[config.mk]
export PLATFORM = sky130hd
export DESIGN_NAME = edge_qual_counter
export DESIGN_NICKNAME = d
export VERILOG_FILES = /design/src/rtl/eqc_pkg.sv /design/src/rtl/eqc_input_sync.sv /design/src/rtl/eqc_edge_qualifier.sv /design/src/rtl/eqc_count_core.sv /design/src/rtl/edge_qual_counter.sv
export SDC_FILE = /design/constraint.sdc
export NUM_CORES = 1
export LEC_CHECK = 0
export CAP_MARGIN = 20
export CORE_AREA = 10 10 47 49
export DETAILED_ROUTE_END_ITERATION = 12
export DIE_AREA = 0 0 57 59
export PLACE_DENSITY = 0.61
export RECOVER_POWER = 100
export SYNTH_ARGS = -nofsm -noshare
export SYNTH_HDL_FRONTEND = slang
export SYNTH_HIERARCHICAL = 1
export SYNTH_SLANG_ARGS = --single-unit
[constraint.sdc]
create_clock -name clk -period 2.4 [get_ports clk]
set_input_delay 0.36 -clock clk [delete_from_list [all_inputs] [get_ports clk]]
set_output_delay 0.36 -clock clk [all_outputs]
set_load 0.03 [all_outputs]
[src/rtl/eqc_pkg.sv]
package eqc_pkg;
    typedef enum logic {
        MODE_CLEAR = 1'b0,
        MODE_COUNT = 1'b1
    } mode_t;
endpackage

[src/rtl/eqc_input_sync.sv]
module eqc_input_sync #(
    parameter int LANES  = 3,
    parameter int STAGES = 2
) (
    input  logic             clk,
    input  logic             rst_n,
    input  logic [LANES-1:0] raw,
    output logic [LANES-1:0] synced
);
    logic [LANES-1:0] chain [STAGES];

    generate
        for (genvar s = 0; s < STAGES; s++) begin : g_stage
            if (s == 0) begin : g_first
                always_ff @(posedge clk or negedge rst_n) begin
                    if (!rst_n) chain[s] <= '0;
                    else        chain[s] <= raw;
                end
            end else begin : g_next
                always_ff @(posedge clk or negedge rst_n) begin
                    if (!rst_n) chain[s] <= '0;
                    else        chain[s] <= chain[s-1];
                end
            end
        end
    endgenerate

    assign synced = chain[STAGES-1];
endmodule

[src/rtl/eqc_edge_qualifier.sv]
module eqc_edge_qualifier (
    input  logic clk,
    input  logic rst_n,
    input  logic lvl0,
    input  logic lvl1,
    output logic step
);
    logic prev0, prev1;
    logic rise0, fall0, rise1, fall1;

    always_ff @(posedge clk or negedge rst_n) begin
        if (!rst_n) begin
            prev0 <= 1'b0;
            prev1 <= 1'b0;
        end else begin
            prev0 <= lvl0;
            prev1 <= lvl1;
        end
    end

    always_comb begin
        rise0 = lvl0 & ~prev0;
        fall0 = ~lvl0 & prev0;
        rise1 = lvl1 & ~prev1;
        fall1 = ~lvl1 & prev1;
        step  = (rise0 & prev1) | (fall1 & ~prev0);
    end


    wrong_edge_chk: assert property (@(posedge clk) disable iff (!rst_n)
        ((fall0 || rise1) && !rise0 && !fall1) |-> !step);


    bad_enable_chk: assert property (@(posedge clk) disable iff (!rst_n)
        ((rise0 && !prev1 && !(fall1 && !prev0)) ||
         (fall1 && prev0 && !(rise0 && prev1))) |-> !step);
endmodule

[src/rtl/eqc_count_core.sv]
module eqc_count_core
    import eqc_pkg::*;
#(
    parameter int WIDTH = 4
) (
    input  logic             clk,
    input  logic             rst_n,
    input  logic             clear,
    input  logic             step,
    output logic [WIDTH-1:0] q
);
    localparam logic [WIDTH-1:0] TOP_COUNT = {WIDTH{1'b1}};

    mode_t mode_q, mode_d;

    always_comb begin
        unique case (mode_q)
            MODE_CLEAR: mode_d = clear ? MODE_CLEAR : MODE_COUNT;
            MODE_COUNT: mode_d = clear ? MODE_CLEAR : MODE_COUNT;
        endcase
    end

    always_ff @(posedge clk or negedge rst_n) begin
        if (!rst_n) mode_q <= MODE_CLEAR;
        else        mode_q <= mode_d;
    end

    always_ff @(posedge clk or negedge rst_n) begin
        if (!rst_n) begin
            q <= '0;
        end else begin
            unique case (mode_d)
                MODE_CLEAR: q <= '0;
                MODE_COUNT: if (step) q <= q + 1'b1;
            endcase
        end
    end


    clear_hold_chk: assert property (@(posedge clk) disable iff (!rst_n)
        (mode_q == MODE_CLEAR) |-> (q == '0));


    step_inc_chk: assert property (@(posedge clk) disable iff (!rst_n)
        (step && !clear && q != TOP_COUNT) |=> (q == $past(q) + 1'b1));


    wrap_zero_chk: assert property (@(posedge clk) disable iff (!rst_n)
        (step && !clear && q == TOP_COUNT) |=> (q == '0));


    idle_stable_chk: assert property (@(posedge clk) disable iff (!rst_n)
        (!step && !clear) |=> $stable(q));
endmodule

[src/rtl/edge_qual_counter.sv]
module edge_qual_counter #(
    parameter int WIDTH       = 4,
    parameter int SYNC_STAGES = 2
) (
    input  logic             clk,
    input  logic             rst_n,
    input  logic             cp0,
    input  logic             cp1,
    input  logic             mr,
    output logic [WIDTH-1:0] q
);
    localparam int LANES = 3;

    logic [LANES-1:0] synced;
    logic             step;

    eqc_input_sync #(.LANES(LANES), .STAGES(SYNC_STAGES)) u_sync (
        .clk    (clk),
        .rst_n  (rst_n),
        .raw    ({mr, cp1, cp0}),
        .synced (synced)
    );

    eqc_edge_qualifier u_qual (
        .clk   (clk),
        .rst_n (rst_n),
        .lvl0  (synced[0]),
        .lvl1  (synced[1]),
        .step  (step)
    );

    eqc_count_core #(.WIDTH(WIDTH)) u_core (
        .clk   (clk),
        .rst_n (rst_n),
        .clear (synced[2]),
        .step  (step),
        .q     (q)
    );
endmodule

Word-level counts from Yosys, hierarchy flattened
Cells that the tools add are included.
W data, S select, Z words.
{ "word_totals": {"reg_bits": 12, "output_inout_bits": 4, "wordCells": 17} }
{ "op_classes": {"add_sub_neg": 1, "eq_ne": 1, "n_mux": 3, "bitwise": 7} }
{ "ops": {"columns": ["op", "count"], "rows": [
  ["$pmux W4 S2", 1],
  ["$add A4 B1 Y4 const B", 1],
  ["$and A1 B1 Y1", 4],
  ["$mux W4", 1],
  ["$ne A2 B2 Y1 const B", 1],
  ["$not A1 Y1", 2],
  ["$mux W1", 1],
  ["$or A1 B1 Y1", 1]
]} }

Longest topological paths before layout
{ "logic_depth": {"ltp_word": 6, "ltp_mapped": 5, "ltp_nobuf": 4} }

Hierarchy
Netlist, hierarchy kept.
{ "by_module_without_submodules": {"columns": ["module", "instances", "cells_per_inst", "area_per_inst_um2", "seq_area_each_um2"], "rows": [
  ["eqc_count_core", 1, 16, 192.7, 100.1],
  ["eqc_input_sync", 1, 9, 172.7, 150.1],
  ["eqc_edge_qualifier", 1, 4, 76.3, 50.0]
]} }

Worst setup path before layout
OpenSTA, ideal clock, no wires.
{ "synth_path": {"path_type": "register to register", "from": "register u_sync.chain, in the netlist u_sync/synced[1]", "to": "register u_core.q[3]", "setup_ns": 0.125, "t_arrival_ns": 1.341, "slack_ns": 0.934, "stages_incl_launch_ff": 6, "n_path_buf": 1, "period_less_slack_ns": 1.466, "cell_sequence": "dfrtp_1 > buf_4 > nor2b_4 > nor3b_2 > nand4_1 > mux2_4"} }
{ "synth_between": {"elab_chain_len": 5} }
{ "synth_lines": {"columns": ["item", "line_no", "rtl"], "rows": [
  ["start, declared", "eqc_input_sync.sv:10", "logic [LANES-1:0] chain [STAGES];"],
  ["start signal, assigned by index", "eqc_input_sync.sv:22", "else chain[s] <= chain[s-1];"],
  ["$not A1 Y1", "eqc_edge_qualifier.sv:25", "fall1 = ~lvl1 & prev1;"],
  ["$and A1 B1 Y1", "eqc_edge_qualifier.sv:25", null],
  ["$and A1 B1 Y1", "eqc_edge_qualifier.sv:26", "step = (rise0 & prev1) | (fall1 & ~prev0);"],
  ["$or A1 B1 Y1", "eqc_edge_qualifier.sv:26", null],
  ["net step", "edge_qual_counter.sv:15", "logic step;"],
  ["$ne A2 B2 Y1 (no source line)", null, null],
  ["end signal, assigned", "eqc_count_core.sv:34", "MODE_COUNT: if (step) q <= q + 1'b1;"],
  ["end, declared", "eqc_count_core.sv:10", "output logic [WIDTH-1:0] q"]
]} }
The timed path passes the listed nets, and every way through them passes these cells.
A chain may end at the register's enable or synchronous reset.

Worst setup path in the final report
{ "layout_path": {"from": "register u_core.q[0]", "to": "output q[0]"} }
{ "layout_lines": {"columns": ["item", "line_no", "rtl"], "rows": [
  ["end, declared", "edge_qual_counter.sv:10", "output logic [WIDTH-1:0] q"]
]} }
No word-level cell between the ends.

==> summary.md <==
| Metric | Value |
|---|---|
| Hold WS | 0.348 ns |
| Via count | 231 |
| DRT Pass-1 Iters | 3 |
| Cell variety after synth | 14 |
| Net switching fraction of the power | 21.2% |
| IO buf count | 8 |
| Buf/Inv on CP | 1 |
| Power density cells | 675 mW/mm² |
| Status | complete, no violations |
| Post-route DRC | 0 |
| Cell Rows | 14 |
| Worst Max-Slew Pin Slew | 0.678 ns |
| Crit-path slowest cell | dlygate4sd3_1 |
| Avg Cell Area, Syn | 15.2 µm² |
| Post-synthesis sequential area ratio | 68.0% |
| Final non-filler cell total | 53 |
| Placed insts | 50 |
| Io pins | 9 |
| Reg2Reg Depth | 4 |
| Fill cell count | 141 |
| NumNets Final | 45 |
| Worst-path cell chain | dlygate4sd3_1 |
| Fmax | 0.556 GHz |
| Combinational share of power | 6.5% |
| Static Leakage | 0.245 nW |
| PostCTS Resize Cnt | 0 |
| Crit share post-route | 75.0% |
| Skew-Pair Late Insertion Delay | 0.26 ns |
| Share of the synthesized area in the top cell type | 68.0% |
| Maximum clock insertion buffer count | 2 |
| Vias in the first global route | 276 |
| GRT Overall Usage | 4.76% |
| Die Wd | 57 µm |
| Reg area | 300 µm² |
| Critical path arrival | 1.44 ns |
| Rel. slew slack | 54.7% |
| RSZ-0062 raised after global routing | no |
| Drt wl/cell | 11.8 µm |
| Clk sinks | 12 |
| Yosys warning count | 6 |
| CP Launch Type | flop |
| CP endpoint | q[0] |
| P&R area growth vs syn | 19.0% |
| Die Height | 59 µm |
| Avg Vias per Cell | 4.36 |
| Layout cells sized above 1 | 10.8% |
| Final setup violating endpoints | 0 |
| Area leader, netlist | dfrtp_1 |
| Skew final | 0.00304 ns |
| Crit. path cell count | 1 |
| Core area | 0.00140 mm² |
| Synth Instances | 29 |
| Yosys reg bits | 12 |
| Worst reg-to-reg setup slack | 0.69 ns |
| Drt total wl | 628 µm |
| CTS tree | yes |
| Multi-input logic area | 103 µm² |
| Setup TNS | 0 ns |
| Postcts setup bufs | 0 |
| Max-capacitance violation count | 0 |
| Starting DRC count in detailed routing | 1 |
| Post-CTS Hold Fix Bufs | 0 |
| CTS Buf Count | 3 |
| DRT antenna net count | 0 |
| Post-layout min period | 1.80 ns |
| Clock power frac | 32.7% |
| Worst hold path type | reg2reg |
| Largest net degree at the start of global routing | 13 |
| Antenna violations before repair | 0 |
| Global-route wire length before repair | 1170 µm |
| Gr ovfl total | 0 |
| Total Die Area | 0.00336 mm² |
| Synth top area cells | dfrtp_1 68%, buf_4 5.1%, mux2_4 3.4% |
| Cell Area, Synth | 442 µm² |
| Slew Viols, Final | 0 |
| Largest stage delay, worst path | 0.77 ns |
| Initial core utilization | 31.5% |
| Worst EP required | 2.04 ns |
| GP Congestion | 0.738 |
| Internal Dissipation | 0.000279 W |
| Top delay family on crit path | buffers and inverters |
| Clk pin slew, worst setup/hold paths | 0.07 ns |
| Sequential cell fraction of total power | 60.8% |
| H-tree depth | 1 |
| CP max FO | 4 |
| Psw | 0.0000753 W |
| ANT cells | 0 |
| Worst Setup SP | u_core/q[0] |
| Crit. End Element | output pin |
| Syn_nets | 35 |
| Clock root buffer | clkbuf_4 |
| Final hold vios | 0 |
| R2r endpoint | u_core/q[3] |
| FF-to-FF Start | u_sync/synced[1] |
| VDD IR max | 0.269 mV |
| Critical path class | reg2out |
## per-layer routing
metal | vias up | global-route usage [%] | routed length [µm]
li1 | 112 | - | -
met1 | 106 | 4.27 | 241
met2 | 10 | 7.13 | 300
met3 | 3 | 3.43 | 64
met4 | 0 | 4.03 | 21
met5 | - | 0 | 0
## per-stage QoR
step	power [W]	cell area [µm²]	setup slack (ns)	util, %
after detailed placement	0.000248	519	0.929	37.1
after global routing	0.000380	526	0.544	37.5
after floorplan	0.000235	442	0.934	-
after global placement	0.000245	519	0.961	37.1
after CTS	0.000365	542	0.636	38.7
final	0.000355	526	0.600	37.5
## kinds of logic (layout without fill, tap and decap cells)
family / after synthesis / count (layout) / synth area share, %
xor+xnor: 1 / 1 / 1.98
simple gates: 8 / 8 / 13.0
mux: 2 / 2 / 5.66
flops: 12 / 12 / 68.0
buf+inv: 3 / 11 / 5.10
fa+ha+maj: 1 / 1 / 2.83
compound gates: 2 / 2 / 3.40
## flip-flops by register name (all words and copies together) (netlist names)
register       count
u_core/q           4
u_qual/prev0       1
u_qual/prev1       1
u_sync/chain       3
u_sync/synced      3
## cell type report
class | count | share of cell area [%]
Sequential cell | 12 | 57.1
Tap cell | 16 | 3.81
Clock buffer | 3 | 4.29
Timing Repair Buffer | 8 | 15.2
Multi-Input combinational cell | 14 | 19.5
## synth_stat cells, drive strengths merged
master  instances
xnor2           1
nor2b           2
buf             3
a21oi           1
a21bo           1
ha              1
nor2            3
nand4           1
nor3b           1
nand3b          1
dfrtp          12
mux2i           1
mux2            1
## cell usage in the layout, fill, tap and decap left out, drive strengths merged, types with 2 or more instances in the layout
cell type,Yosys,routed
nor2b,2,2
nor2,3,3
dfrtp,12,12
dlygate4sd3,0,8
clkbuf,0,3
## worst min-delay path by stage
stage / startpoint / depth (start not counted) / to
after global routing: u_sync/chain[4] / 0 / u_sync/synced[1]
after CTS: u_sync/chain[4] / 0 / u_sync/synced[1]
after floorplan: rst_n / 0 / u_core/q[0]
after detailed placement: u_sync/chain[4] / 0 / u_sync/synced[1]
final: u_sync/chain[4] / 0 / u_sync/synced[1]
after global placement: u_sync/chain[4] / 0 / u_sync/synced[1]
## power by group through the flow
stage / Combinational, W / Clock, W / Sequential, W
after global routing: 0.0000257 / 0.000137 / 0.000217
after floorplan: 0.0000130 / 0 / 0.000222
after CTS: 0.0000271 / 0.000122 / 0.000217
after detailed placement: 0.0000271 / 0 / 0.000221
final: 0.0000230 / 0.000116 / 0.000216
after global placement: 0.0000258 / 0 / 0.000220
Power figures use the tool's default switching activity.
